**config.mk**
```make
export PLATFORM = sky130hd
export DESIGN_NAME = blkz_engine
export DESIGN_NICKNAME = d
export VERILOG_FILES = /design/src/rtl/blkz_pkg.sv /design/src/rtl/blkz_addr_gen.sv /design/src/rtl/blkz_fsm.sv /design/src/rtl/blkz_engine.sv
export SDC_FILE = /design/constraint.sdc
export NUM_CORES = 1
export LEC_CHECK = 0
export ABC_CLOCK_PERIOD_IN_PS = 5770
export CAP_MARGIN = 20
export CORE_UTILIZATION = 25
export CTS_CLUSTER_SIZE = 8
export DETAILED_ROUTE_END_ITERATION = 7
export SYNTH_ARGS = -nofsm -noshare
export SYNTH_HDL_FRONTEND = slang
export SYNTH_SLANG_ARGS = --single-unit
```
**constraint.sdc**
```tcl
create_clock -name clk -period 5.77 [get_ports clk]
set_clock_uncertainty 0.1 [all_clocks]
set_input_delay 0.8655 -clock clk [delete_from_list [all_inputs] [get_ports clk]]
set_output_delay 0.8655 -clock clk [all_outputs]
set_load 0.05 [all_outputs]
```
**src/rtl/blkz_pkg.sv**
```systemverilog
package blkz_pkg;
  typedef enum logic [1:0] {
    ST_IDLE   = 2'd0,
    ST_LAUNCH = 2'd1,
    ST_ENTRY  = 2'd2,
    ST_WRITE  = 2'd3
  } blkz_state_e;
endpackage

```
**src/rtl/blkz_addr_gen.sv**
```systemverilog
module blkz_addr_gen #(
  parameter int ADDR_W = 16,
  parameter int CNT_W  = 16
) (
  input  logic              clk,
  input  logic              rst_n,
  input  logic              load,
  input  logic [ADDR_W-1:0] base_in,
  input  logic [CNT_W-1:0]  wr_off,
  input  logic [CNT_W-1:0]  pf_off,
  output logic [ADDR_W-1:0] base_hold,
  output logic [ADDR_W-1:0] wr_addr,
  output logic [ADDR_W-1:0] pf_addr
);
  logic [ADDR_W-1:0] base_q;

  // The base is captured once per request and never stepped.
  always_ff @(posedge clk or negedge rst_n) begin
    if (!rst_n)    base_q <= '0;
    else if (load) base_q <= base_in;
  end

  function automatic logic [ADDR_W-1:0] at_offset(input logic [ADDR_W-1:0] b,
                                                  input logic [CNT_W-1:0] off);
    return b + ADDR_W'(off);
  endfunction

  assign base_hold = base_q;
  assign wr_addr   = at_offset(base_q, wr_off);
  assign pf_addr   = at_offset(base_q, pf_off);
endmodule

```
**src/rtl/blkz_fsm.sv**
```systemverilog
module blkz_fsm
  import blkz_pkg::*;
#(
  parameter int CNT_W = 16,
  parameter int CHUNK = 16
) (
  input  logic             clk,
  input  logic             rst_n,
  input  logic             start,
  input  logic [CNT_W-1:0] count,
  input  logic             irq_pending,
  input  logic             wr_ready,
  output logic             load,
  output logic             wr_valid,
  output logic [CNT_W-1:0] wr_off,
  output logic             pf_valid,
  output logic [CNT_W-1:0] pf_off,
  output logic             busy,
  output logic             done,
  output logic             suspended,
  output logic [CNT_W-1:0] remaining,
  output logic             write_fire,
  output logic             chunk_open
);
  localparam int CW = $clog2(CHUNK);
  localparam int HW = CNT_W + 2;

  blkz_state_e     st;
  logic [CNT_W-1:0] rem_q;
  logic [CNT_W-1:0] off_q;
  logic [CW:0]      left_q;
  logic [HW-1:0]    hint_q;
  logic [HW-1:0]    hint_nx;
  logic             done_q;
  logic             susp_q;

  // Words in the chunk that starts with r words left: ((r-1) mod CHUNK)+1.
  function automatic logic [CW:0] chunk_words(input logic [CNT_W-1:0] r);
    logic [CNT_W-1:0] m1;
    m1 = r - 1'b1;
    return {1'b0, m1[CW-1:0]} + 1'b1;
  endfunction

  // A hint offset is usable when it is not negative.
  function automatic logic hint_ok(input logic [HW-1:0] h);
    return !h[HW-1];
  endfunction

  always_comb begin
    load       = start && (st == ST_IDLE);
    write_fire = (st == ST_WRITE) && wr_ready;
    chunk_open = (st == ST_ENTRY) && !irq_pending;
    hint_nx    = hint_q - HW'(CHUNK);
    pf_valid   = ((st == ST_LAUNCH) && (rem_q != '0) && hint_ok(hint_q)) ||
                 ((st == ST_ENTRY) && hint_ok(hint_nx));
    pf_off     = (st == ST_LAUNCH) ? hint_q[CNT_W-1:0] : hint_nx[CNT_W-1:0];
  end

  always_ff @(posedge clk or negedge rst_n) begin
    if (!rst_n) begin
      st     <= ST_IDLE;
      rem_q  <= '0;
      off_q  <= '0;
      left_q <= '0;
      hint_q <= '0;
      done_q <= 1'b0;
      susp_q <= 1'b0;
    end else begin
      unique case (st)
        ST_IDLE: begin
          if (load) begin
            rem_q  <= count;
            hint_q <= {2'b00, count} - HW'(CHUNK + 1);
            done_q <= 1'b0;
            susp_q <= 1'b0;
            st     <= ST_LAUNCH;
          end
        end
        ST_LAUNCH: begin
          if (rem_q == '0) begin
            done_q <= 1'b1;
            st     <= ST_IDLE;
          end else begin
            st <= ST_ENTRY;
          end
        end
        ST_ENTRY: begin
          hint_q <= hint_nx;
          if (irq_pending) begin
            susp_q <= 1'b1;
            st     <= ST_IDLE;
          end else begin
            left_q <= chunk_words(rem_q);
            off_q  <= rem_q - 1'b1;
            st     <= ST_WRITE;
          end
        end
        ST_WRITE: begin
          if (wr_ready) begin
            off_q  <= off_q - 1'b1;
            left_q <= left_q - 1'b1;
            if (left_q == (CW+1)'(1)) begin
              rem_q <= off_q;
              if (off_q == '0) begin
                done_q <= 1'b1;
                st     <= ST_IDLE;
              end else begin
                st <= ST_ENTRY;
              end
            end
          end
        end
        default: st <= ST_IDLE;
      endcase
    end
  end

  assign wr_valid  = (st == ST_WRITE);
  assign wr_off    = off_q;
  assign busy      = (st != ST_IDLE);
  assign done      = done_q;
  assign suspended = susp_q;
  assign remaining = rem_q;
endmodule

```
**src/rtl/blkz_engine.sv**
```systemverilog
module blkz_engine #(
  parameter int ADDR_W = 16,
  parameter int CNT_W  = 16,
  parameter int DATA_W = 16,
  parameter int CHUNK  = 16
) (
  input  logic              clk,
  input  logic              rst_n,
  input  logic              start,
  input  logic [ADDR_W-1:0] base_addr,
  input  logic [CNT_W-1:0]  count,
  input  logic              irq_pending,
  output logic              wr_valid,
  output logic [ADDR_W-1:0] wr_addr,
  output logic [DATA_W-1:0] wr_data,
  input  logic              wr_ready,
  output logic              pf_valid,
  output logic [ADDR_W-1:0] pf_addr,
  output logic              busy,
  output logic              done,
  output logic              suspended,
  output logic [CNT_W-1:0]  remaining
);
  logic             load;
  logic [CNT_W-1:0] wr_off;
  logic [CNT_W-1:0] pf_off;
  logic             write_fire;
  logic             chunk_open;
  logic [ADDR_W-1:0] base_hold;

  blkz_fsm #(.CNT_W(CNT_W), .CHUNK(CHUNK)) u_fsm (
    .clk(clk), .rst_n(rst_n), .start(start), .count(count),
    .irq_pending(irq_pending), .wr_ready(wr_ready), .load(load),
    .wr_valid(wr_valid), .wr_off(wr_off), .pf_valid(pf_valid),
    .pf_off(pf_off), .busy(busy), .done(done), .suspended(suspended),
    .remaining(remaining), .write_fire(write_fire), .chunk_open(chunk_open)
  );

  blkz_addr_gen #(.ADDR_W(ADDR_W), .CNT_W(CNT_W)) u_addr (
    .clk(clk), .rst_n(rst_n), .load(load), .base_in(base_addr),
    .wr_off(wr_off), .pf_off(pf_off), .base_hold(base_hold),
    .wr_addr(wr_addr), .pf_addr(pf_addr)
  );

  assign wr_data = '0;
endmodule

```
# ---- Word-level counts from Yosys, hierarchy flattened
# Index checks and enable logic that the tools add are counted.
dict set report totals {
  elab_cells 77
  in_bits 37
  output_inout_bits 69
  reg_bits 75
}
dict set report classes {
  muxes 28
  reduce_logical 22
  eq_ne 11
  addsub 8
}
# cell n
set ops {}
lappend ops {{2-to-1 mux 16 bit} 6}
lappend ops {{one-hot mux 16 bit (2 select lines)} 2}
lappend ops {{one-hot mux 18 bit (2 select lines)} 1}
lappend ops {{adder 16 bit} 2}
lappend ops {{zero test 16 bit} 2}
lappend ops {{subtractor 16 x 1 -> 16 bit, second input constant} 2}
lappend ops {{2-to-1 mux 18 bit} 1}
lappend ops {{subtractor 18 x 5 -> 18 bit, second input constant} 1}
lappend ops {{subtractor 16 x 5 -> 17 bit, second input constant} 1}
lappend ops {{nonzero test 16 bit} 1}
lappend ops {{2-to-1 mux 2 bit} 6}
lappend ops {{2-to-1 mux 5 bit} 2}
lappend ops {{one-hot mux 5 bit (2 select lines)} 1}
lappend ops {{AND reduction 3 bit} 3}
lappend ops {{!= test 2 bit, second input constant} 4}
lappend ops {{one-hot mux 2 bit (4 select lines)} 1}
lappend ops {{nonzero test 2 bit} 4}
lappend ops {{2-to-1 mux 1 bit} 6}
lappend ops {{!= test 2 x 1 -> 1 bit, second input constant} 3}
lappend ops {{AND reduction 6 bit} 1}
lappend ops {{adder 4 x 1 -> 5 bit, second input constant} 1}
lappend ops {{equality test 5 x 1 -> 1 bit, second input constant} 1}
lappend ops {{subtractor 5 x 1 -> 5 bit, second input constant} 1}
lappend ops {{equality test 2 bit, second input constant} 2}
lappend ops {{other kinds (10)} 14}

# ---- Depth between registers and ports, before layout
# Gate-level depths: netlist (run 1).
dict set report logic_depth {
  word_depth 5
  mapped_depth 14
  ltp_nobuf 14
}

# ---- Modules after synthesis
# From an unflattened synthesis (run 1), not the netlist that was laid out.
dict set report hier_totals {
  cells_unflattened 714
  hier_area_um2 6063.3
}
# module n_inst area_per_inst_um2 seq_area_each_um2 cells_each
set modules_own_cells {}
lappend modules_own_cells {blkz_fsm 1 4061.4 1476.4 494}
lappend modules_own_cells {blkz_addr_gen 1 1878.1 400.4 203}
lappend modules_own_cells {blkz_engine 1 123.9 0.0 17}

# ---- Worst setup path after synthesis (run 1)
# Ideal clock, no wire load.
dict set report synth_timing {
  path_type {reg-to-output}
  start {reg u_fsm.hint_q[4]}
  end {out pf_addr[13]}
  stages_incl_launch_ff 14
  path_slack_ns 1.415
  arrival_time_ns 3.390
  t_required_ns 4.805
  path_buffers 0
  path_cell_list {dfrtp_1 > inv_1 > ha_1 > nand2b_1 > or4_4 > nor3_2 > nand2_1 > xnor2_1 > ha_1 > a21oi_1 > o21ai_0 > nand2_1 > o31ai_1 > nor3_1}
}
dict set report synth_between {
  elab_chain_len 3
}
# item line
set synth_lines {}
lappend synth_lines {{start, declared} blkz_fsm.sv:32} ;# logic [HW-1:0] hint_q;
lappend synth_lines {{start signal, assigned} blkz_fsm.sv:73} ;# hint_q <= {2'b00, count} - HW'(CHUNK + 1);
lappend synth_lines {{start signal, assigned} blkz_fsm.sv:88} ;# hint_q <= hint_nx;
lappend synth_lines {{subtractor 18 x 5 -> 18 bit} blkz_fsm.sv:53} ;# hint_nx = hint_q - HW'(CHUNK);
lappend synth_lines {{2-to-1 mux 16 bit *} blkz_fsm.sv:56} ;# pf_off = (st == ST_LAUNCH) ? hint_q[CNT_W-1:0] : hint_nx[CNT_W-1:0];
lappend synth_lines {{adder 16 bit *} blkz_addr_gen.sv:25} ;# return b + ADDR_W'(off);
lappend synth_lines {{end, declared} blkz_engine.sv:18} ;# output logic [ADDR_W-1:0] pf_addr,
# Every way passes the cells marked *; elsewhere a longest branch is shown, timed or not.

# ---- Worst setup path in the final report (run 1)
dict set report layout_timing {
  start {reg u_fsm.st[1]}
  end {out pf_addr[15]}
}
dict set report layout_between {
  elab_chain_len 3
}
# item line
set layout_lines {}
lappend layout_lines {{start, declared} blkz_fsm.sv:28} ;# blkz_state_e st;
lappend layout_lines {{start signal, assigned} blkz_fsm.sv:61} ;# st <= ST_IDLE;
lappend layout_lines {{start signal, assigned} blkz_fsm.sv:76} ;# st <= ST_LAUNCH;
lappend layout_lines {{start signal, assigned} blkz_fsm.sv:82} ;# st <= ST_IDLE;
lappend layout_lines {{equality test 2 x 1 -> 1 bit} blkz_fsm.sv:56}
lappend layout_lines {{2-to-1 mux 16 bit} blkz_fsm.sv:56}
lappend layout_lines {{adder 16 bit} blkz_addr_gen.sv:25}
# No other way between the ends.

==> results of run 1 <==
## per-stage QoR
stage          utilization, %  hold slack [ns]  setup slack (ns)  cells
2_1_floorplan               -            0.356              1.41    786
3_3_place_gp             30.5            0.375             0.929   1149
3_5_place_dp             30.5            0.384             0.747   1149
4_1_cts                  31.9            0.398             0.383   1165
5_1_grt                  32.1            0.229             0.168   1167
6_report                 32.1            0.235             0.421   1167
## layout make-up
type / instances / area, um2
Sequential cell: 75 / 1880
Clock inverter: 5 / 75.1
Tap cell: 319 / 399
Inverter: 31 / 116
Multi-Input combinational cell: 630 / 3940
Timing Repair Buffer: 96 / 968
Clock buffer: 11 / 253
Fill cell: 2503 / 16100
## registers in the layout, indices dropped and copies added (netlist names)
register / flops
u_addr.base_hold: 16
u_fsm.hint_q: 18
u_fsm.suspended: 1
u_fsm.done: 1
u_fsm.st: 2
u_fsm.remaining: 16
u_fsm.wr_off: 16
u_fsm.left_q: 5
## logic make-up (layout without fill, tap and decap cells)
kind of cell             count (synthesis)  in the layout  synth area share (%)
adder cells (fa/ha/maj)                 39             39                  8.22
buffers and inverters                   81            143                  5.97
AND/OR/NAND/NOR                        283            283                  22.0
AO/OA/AOI/OAI                          209            209                  20.9
XOR/XNOR                                68             68                  9.73
multiplexers                            15             15                  2.45
other                                    1             16                0.0613
flip-flops                              75             75                  30.7
## metal layers
metal	vias up	track usage, %
met1	2712	21.8
met5	-	0
met4	0	2.70
met3	11	3.05
li1	2827	-
met2	179	23.7
## path summary, 6_finish.rpt
path,depth (start not counted),to
worst max-delay path,10,pf_addr[15]
worst min-delay path,1,u_fsm.remaining[13]
worst max register to register,6,u_fsm.st[1]
worst min register to register,2,u_fsm.hint_q[0]
max in group asynchronous,2,u_addr.base_hold[7]
min in group clk,2,u_fsm.hint_q[0]
## layout by cell type, fill, tap and decap left out, types with 7 or more instances in the layout
master,count
nor2_1,53
nand3_1,14
nor4_1,9
conb_1,16
or3_1,7
o22a_1,8
o21ai_0,66
nor3_1,20
mux2i_1,15
inv_1,31
clkbuf_16,9
xor2_1,29
a21o_1,11
a31oi_1,8
xnor2_1,39
a21oi_1,60
dfrtp_1,75
clkdlybuf4s50_1,88
nand2_1,131
ha_1,37
a22oi_1,7
==> summary.md, run 1 <==
| Metric | Value |
|---|---|
| Status | `finished, final reports clean` |
| Syn_area_per_cell | `7.94 um2` |
| Crit Path Class | `register to primary output` |
| DP Area | `7260 um2` |
| Worst R2R Setup Slack | `3.09 ns` |
| Cell Rows | `56` |
| Fmax | `187 MHz` |
| CTS Buf Count | `9` |
| Routed vias | `5,729` |
| Post-synth EDFFs | `0` |
| Hold crit path type | `input pin to async pin` |
| Initial Util | `25.8%` |
| Antenna Cells | `0` |
| Top cell type's share of synthesized area | `30.7%` |
| WP data arrival | `4.38 ns` |
| Total Routing Usage GR | `15.3%` |
| CP endpoint kind | `primary output` |
| Most common cell in the netlist | `nand2_1` |
| CTS tree | `yes` |
| Register area share after synthesis | `30.7%` |
| Worst Max-Slew Pin Slew | `0.910 ns` |
| Netlist cell types | `66` |
| Met2 wire len | `8170 um` |
| Port bufs | `89` |
| Slew HR | `38.8%` |
| CP Data Required Time | `4.80 ns` |
| CTS root buffer | `clkbuf_16` |
| Period utilisation layout | `92.7%` |
| GPL Wtd Cong | `0.850` |
| Final worst path period need | `5.35 ns` |
| Top cells by area, synth | `dfrtp_1 (31%), nand2_1 (8.0%), ha_1 (7.6%)` |
| Max Cap Viol | `0` |
| Worst-skew pair later-pin latency | `0.35 ns` |
| Top Layer Used | `met4` |
| CP max-delay cell | `clkdlybuf4s50_1` |
| I/O pin cnt | `106` |
| Top cell by count, worst path | `xnor2_1` |
| Core area | `23,800 um2` |
| Setup TNS | `0 ns` |
| Initial antenna violation count | `0` |
| Clock Pin Slew Worst Setup and Hold Paths | `0.06 ns` |
| Setup Viol. Count Final | `0` |
| Met1 wire length | `9210 um` |
| Clock sinks | `75` |
| Synthesized netlist cell count | `771` |
| Vias in the first global route | `5,376` |
| Synthesized area | `6120 um2` |
| Worst Path Buf+Inv | `1` |
| P&R area growth vs syn | `24.6%` |
| Via density | `4.91` |
| RR Startpoint | `u_fsm.remaining[7]` |
| Startpoint Class | `register` |
| Post-CTS resize count | `0` |
| Share of cells above drive strength 1 | `4.72%` |
| Setup Buffers After CTS | `0` |
| Largest net degree at the start of global routing | `76` |
| Final Hold Fails | `0` |
| Critical path's largest stage delay | `0.83 ns` |
| Critical-path maximum fanout | `20` |
| Die H | `158 um` |
| Layout Nets | `919` |
| WL final | `18,700 um` |
| Synth Register Bits | `75` |
| Wire length per cell | `16.0 um` |
| Final HPWL DP | `14,300 um` |
| Hold_buf cts | `0` |
| Post-DRT Antenna Nets | `0` |
| CP top delay family | `compound AO/OA/AOI/OAI gates` |
| Commonest cells post-synth | `nand2_1 (131), dfrtp_1 (75), o21ai_0 (66)` |
| CTS H-Tree Depth | `3` |
| GRT overflow | `0` |
| Die width | `158 um` |
| DRC Markers | `0` |
| RSZ-0062 raised after global routing | `false` |
| Max clock buf depth | `2` |
| Critical path launch point | `u_fsm.st[1]` |
| Iter 0 DRT Violations | `453` |
| TritonRoute pass-1 iters | `5` |
| Max-slew violations | `0` |
| Post-Layout Inst Area | `7630 um2` |
| Ys Warns | `0` |
| First-pass GRT wire length | `29,200 um` |
| Synth area leader | `dfrtp_1` |
| Ys flop type | `dfrtp_1` |
| Routed met3 length | `1110 um` |
| Async SR Flop Fraction | `100%` |
| Die area | `25,100 um2` |
| Critical path cell sequence | `nor2b_1 > xnor2_1 > ha_1 > a21oi_1 > o21ai_0 > o31ai_1 > o211ai_1 > a31oi_1 > xnor2_1 > clkdlybuf4s50_1` |
Power of run 1 is left out: the tool's default activity adds up to more than one toggle a clock period on the data nets, which glitch-free logic cannot reach.
==> run 2: changes to the inputs <==
--- a/config.mk
+++ b/config.mk
@@ -7,9 +7,13 @@
 export LEC_CHECK = 0
 export ABC_CLOCK_PERIOD_IN_PS = 5770
 export CAP_MARGIN = 20
+export CELL_PAD_IN_SITES_DETAIL_PLACEMENT = 1
+export CELL_PAD_IN_SITES_GLOBAL_PLACEMENT = 1
 export CORE_UTILIZATION = 25
 export CTS_CLUSTER_SIZE = 8
 export DETAILED_ROUTE_END_ITERATION = 7
+export DONT_BUFFER_PORTS = 1
+export PLACE_DENSITY_LB_ADDON = 0.1
 export SYNTH_ARGS = -nofsm -noshare
 export SYNTH_HDL_FRONTEND = slang
 export SYNTH_SLANG_ARGS = --single-unit
==> run 2 against run 1 <==
Compared with the run above:
- worst hold slack got worse by 0.12 ns
- critical path depth unchanged
- cell area decreased by 10%
- flip-flop and latch count unchanged
- critical path type unchanged
==> summary.md, run 2 (same netlist as run 1, synthesis figures left out) <==
| Metric | Value |
|---|---|
| CP Data Required Time | `4.80 ns (about the same)` |
| Port bufs | `0 (-100%)` |
| Placed Cells | `1,075 (-6.4%)` |
| Max clock buf depth | `2 (unchanged)` |
| Setup Buffers After CTS | `0 (unchanged)` |
| P&R area growth vs syn | `11.5%` |
| Final HPWL DP | `16,600 um (+16%)` |
| Final worst path period need | `4.98 ns (-0.374 ns)` |
| Initial antenna violation count | `0 (unchanged)` |
| CP endpoint kind | `primary output` |
| Largest net degree at the start of global routing | `76 (unchanged)` |
| WL final | `21,500 um (+15%)` |
| Max Cap Viol | `0 (unchanged)` |
| CTS Buf Count | `9 (unchanged)` |
| First-pass GRT wire length | `34,400 um (+18%)` |
| Status | `finished, final reports clean` |
| Die H | `158 um (unchanged)` |
| Commonest cells after routing, fill and taps aside | `nand2_1 (131), dfrtp_1 (75), o21ai_0 (66)` |
| Critical-path maximum fanout | `23 (+15%)` |
| Hold_buf cts | `0 (unchanged)` |
| Clock Pin Slew Worst Setup and Hold Paths | `0.06 ns (about the same)` |
| CTS tree | `yes` |
| Via density | `4.98 (+1.4%)` |
| Hold crit path type | `input pin to async pin` |
| Iter 0 DRT Violations | `269 (-41%)` |
| CTS H-Tree Depth | `3 (unchanged)` |
| Max-slew violations | `0 (unchanged)` |
| Dpl ws | `1.09 ns (+0.344 ns)` |
| RSZ-0062 raised after global routing | `false` |
| CTS root buffer | `clkbuf_16` |
| Initial Util | `25.8% (unchanged)` |
| Max reg flops | `18 (unchanged)` |
| Post-DRT Antenna Nets | `0 (unchanged)` |
| Slew HR | `21.4% (-17 points)` |
| Routed vias | `5,433 (-5.2%)` |
| Setup Viol. Count Final | `0 (unchanged)` |
| Period utilisation layout | `86.2% (-6.5 points)` |
| Die area | `25,100 um2 (unchanged)` |
| Share of cells above drive strength 1 | `7.25% (+2.5 points)` |
| DRC Markers | `0 (unchanged)` |
| I/O pin cnt | `106 (unchanged)` |
| Worst-skew pair later-pin latency | `0.35 ns (about the same)` |
| Core area | `23,800 um2 (unchanged)` |
| Reg with most FFs | `u_fsm.hint_q` |
| TritonRoute pass-1 iters | `4 (-1)` |
| Fillers | `2,834 (+13%)` |
| Clock sinks | `75 (unchanged)` |
| Antenna Cells | `0 (unchanged)` |
| PnR worst setup slack | `0.795 ns (+0.374 ns)` |
| Cell Rows | `56 (unchanged)` |
| Crit Path Class | `register to primary output` |
| Non-Filler Instances | `1,091 (-6.5%)` |
| Wire length per cell | `19.7 um (+23%)` |
| Final Hold Fails | `0 (unchanged)` |
| Post-CTS resize count | `0 (unchanged)` |
| Layout Nets | `843 (-8.3%)` |
| Total Routing Usage GR | `18.2% (+3.0 points)` |
| GRT overflow | `0 (unchanged)` |
| Setup TNS | `0 ns (unchanged)` |
| Die width | `158 um (unchanged)` |
| Startpoint Class | `register` |
| Most common cell after layout, fill and taps aside | `nand2_1` |
| Vias in the first global route | `5,766 (+7.3%)` |
| WP data arrival | `4.01 ns (-0.37 ns)` |
| Fmax | `201 MHz (+7.5%)` |
| GPL Wtd Cong | `0.847 (-0.36%)` |
| Worst Max-Slew Pin Slew | `1.17 ns (+0.260 ns)` |
[run 2: per-layer routing]
layer	wire, um	share of wire, %	vias up	GRT usage (%)
li1	-	-	2676	-
met1	10800	50	2652	25.4
met2	9730	45	91	29.2
met3	768	3.6	14	2.72
met4	227	1.1	0	5.04
met5	0	0	-	0
[run 2: through the flow]
step	cell area, um2	hold WS, ns	utilization [%]
after global routing	6830	0.0934	28.7
final	6830	0.114	28.7
after detailed placement	6520	0.393	27.4
after CTS	6830	0.0927	28.7
after floorplan	6180	0.356	-
after global placement	6480	0.368	27.3
[run 2: cell type report]
type                            instances  area [um2]  area share (%)
Multi-Input combinational cell        630        3960            58.0
Sequential cell                        75        1880            27.5
Tap cell                              319         399            5.85
Clock buffer                           10         229            3.35
Timing Repair Buffer                   20         168            2.46
Inverter                               31         116            1.70
Clock inverter                          6        80.1            1.17
[run 2: final timing paths]
path / from / end / slack (ns) / cells after the start
min in group clk: u_fsm.hint_q[3] / u_fsm.hint_q[3] / 0.40 / 2
max: u_fsm.st[0] / pf_addr[15] / 0.79 / 10
max in group asynchronous: rst_n / u_fsm.hint_q[10] / 5.34 / 0
max reg2reg: u_fsm.st[0] / u_fsm.wr_off[6] / 2.95 / 8
min reg2reg: u_fsm.hint_q[3] / u_fsm.hint_q[3] / 0.40 / 2
min: rst_n / u_fsm.remaining[6] / 0.11 / 0
[run 2: worst max-delay path: stages, from the launching register on]
cell,delay (ns)
dfrtp_1,0.77
nor2b_1,0.45
xnor2_1,0.20
ha_1,0.33
a21oi_1,0.27
o21ai_0,0.23
o31ai_1,0.68
o211ai_1,0.15
a31oi_1,0.23
xnor2_1,0.14
buf_4,0.22
Power of run 2 is left out for the same reason.
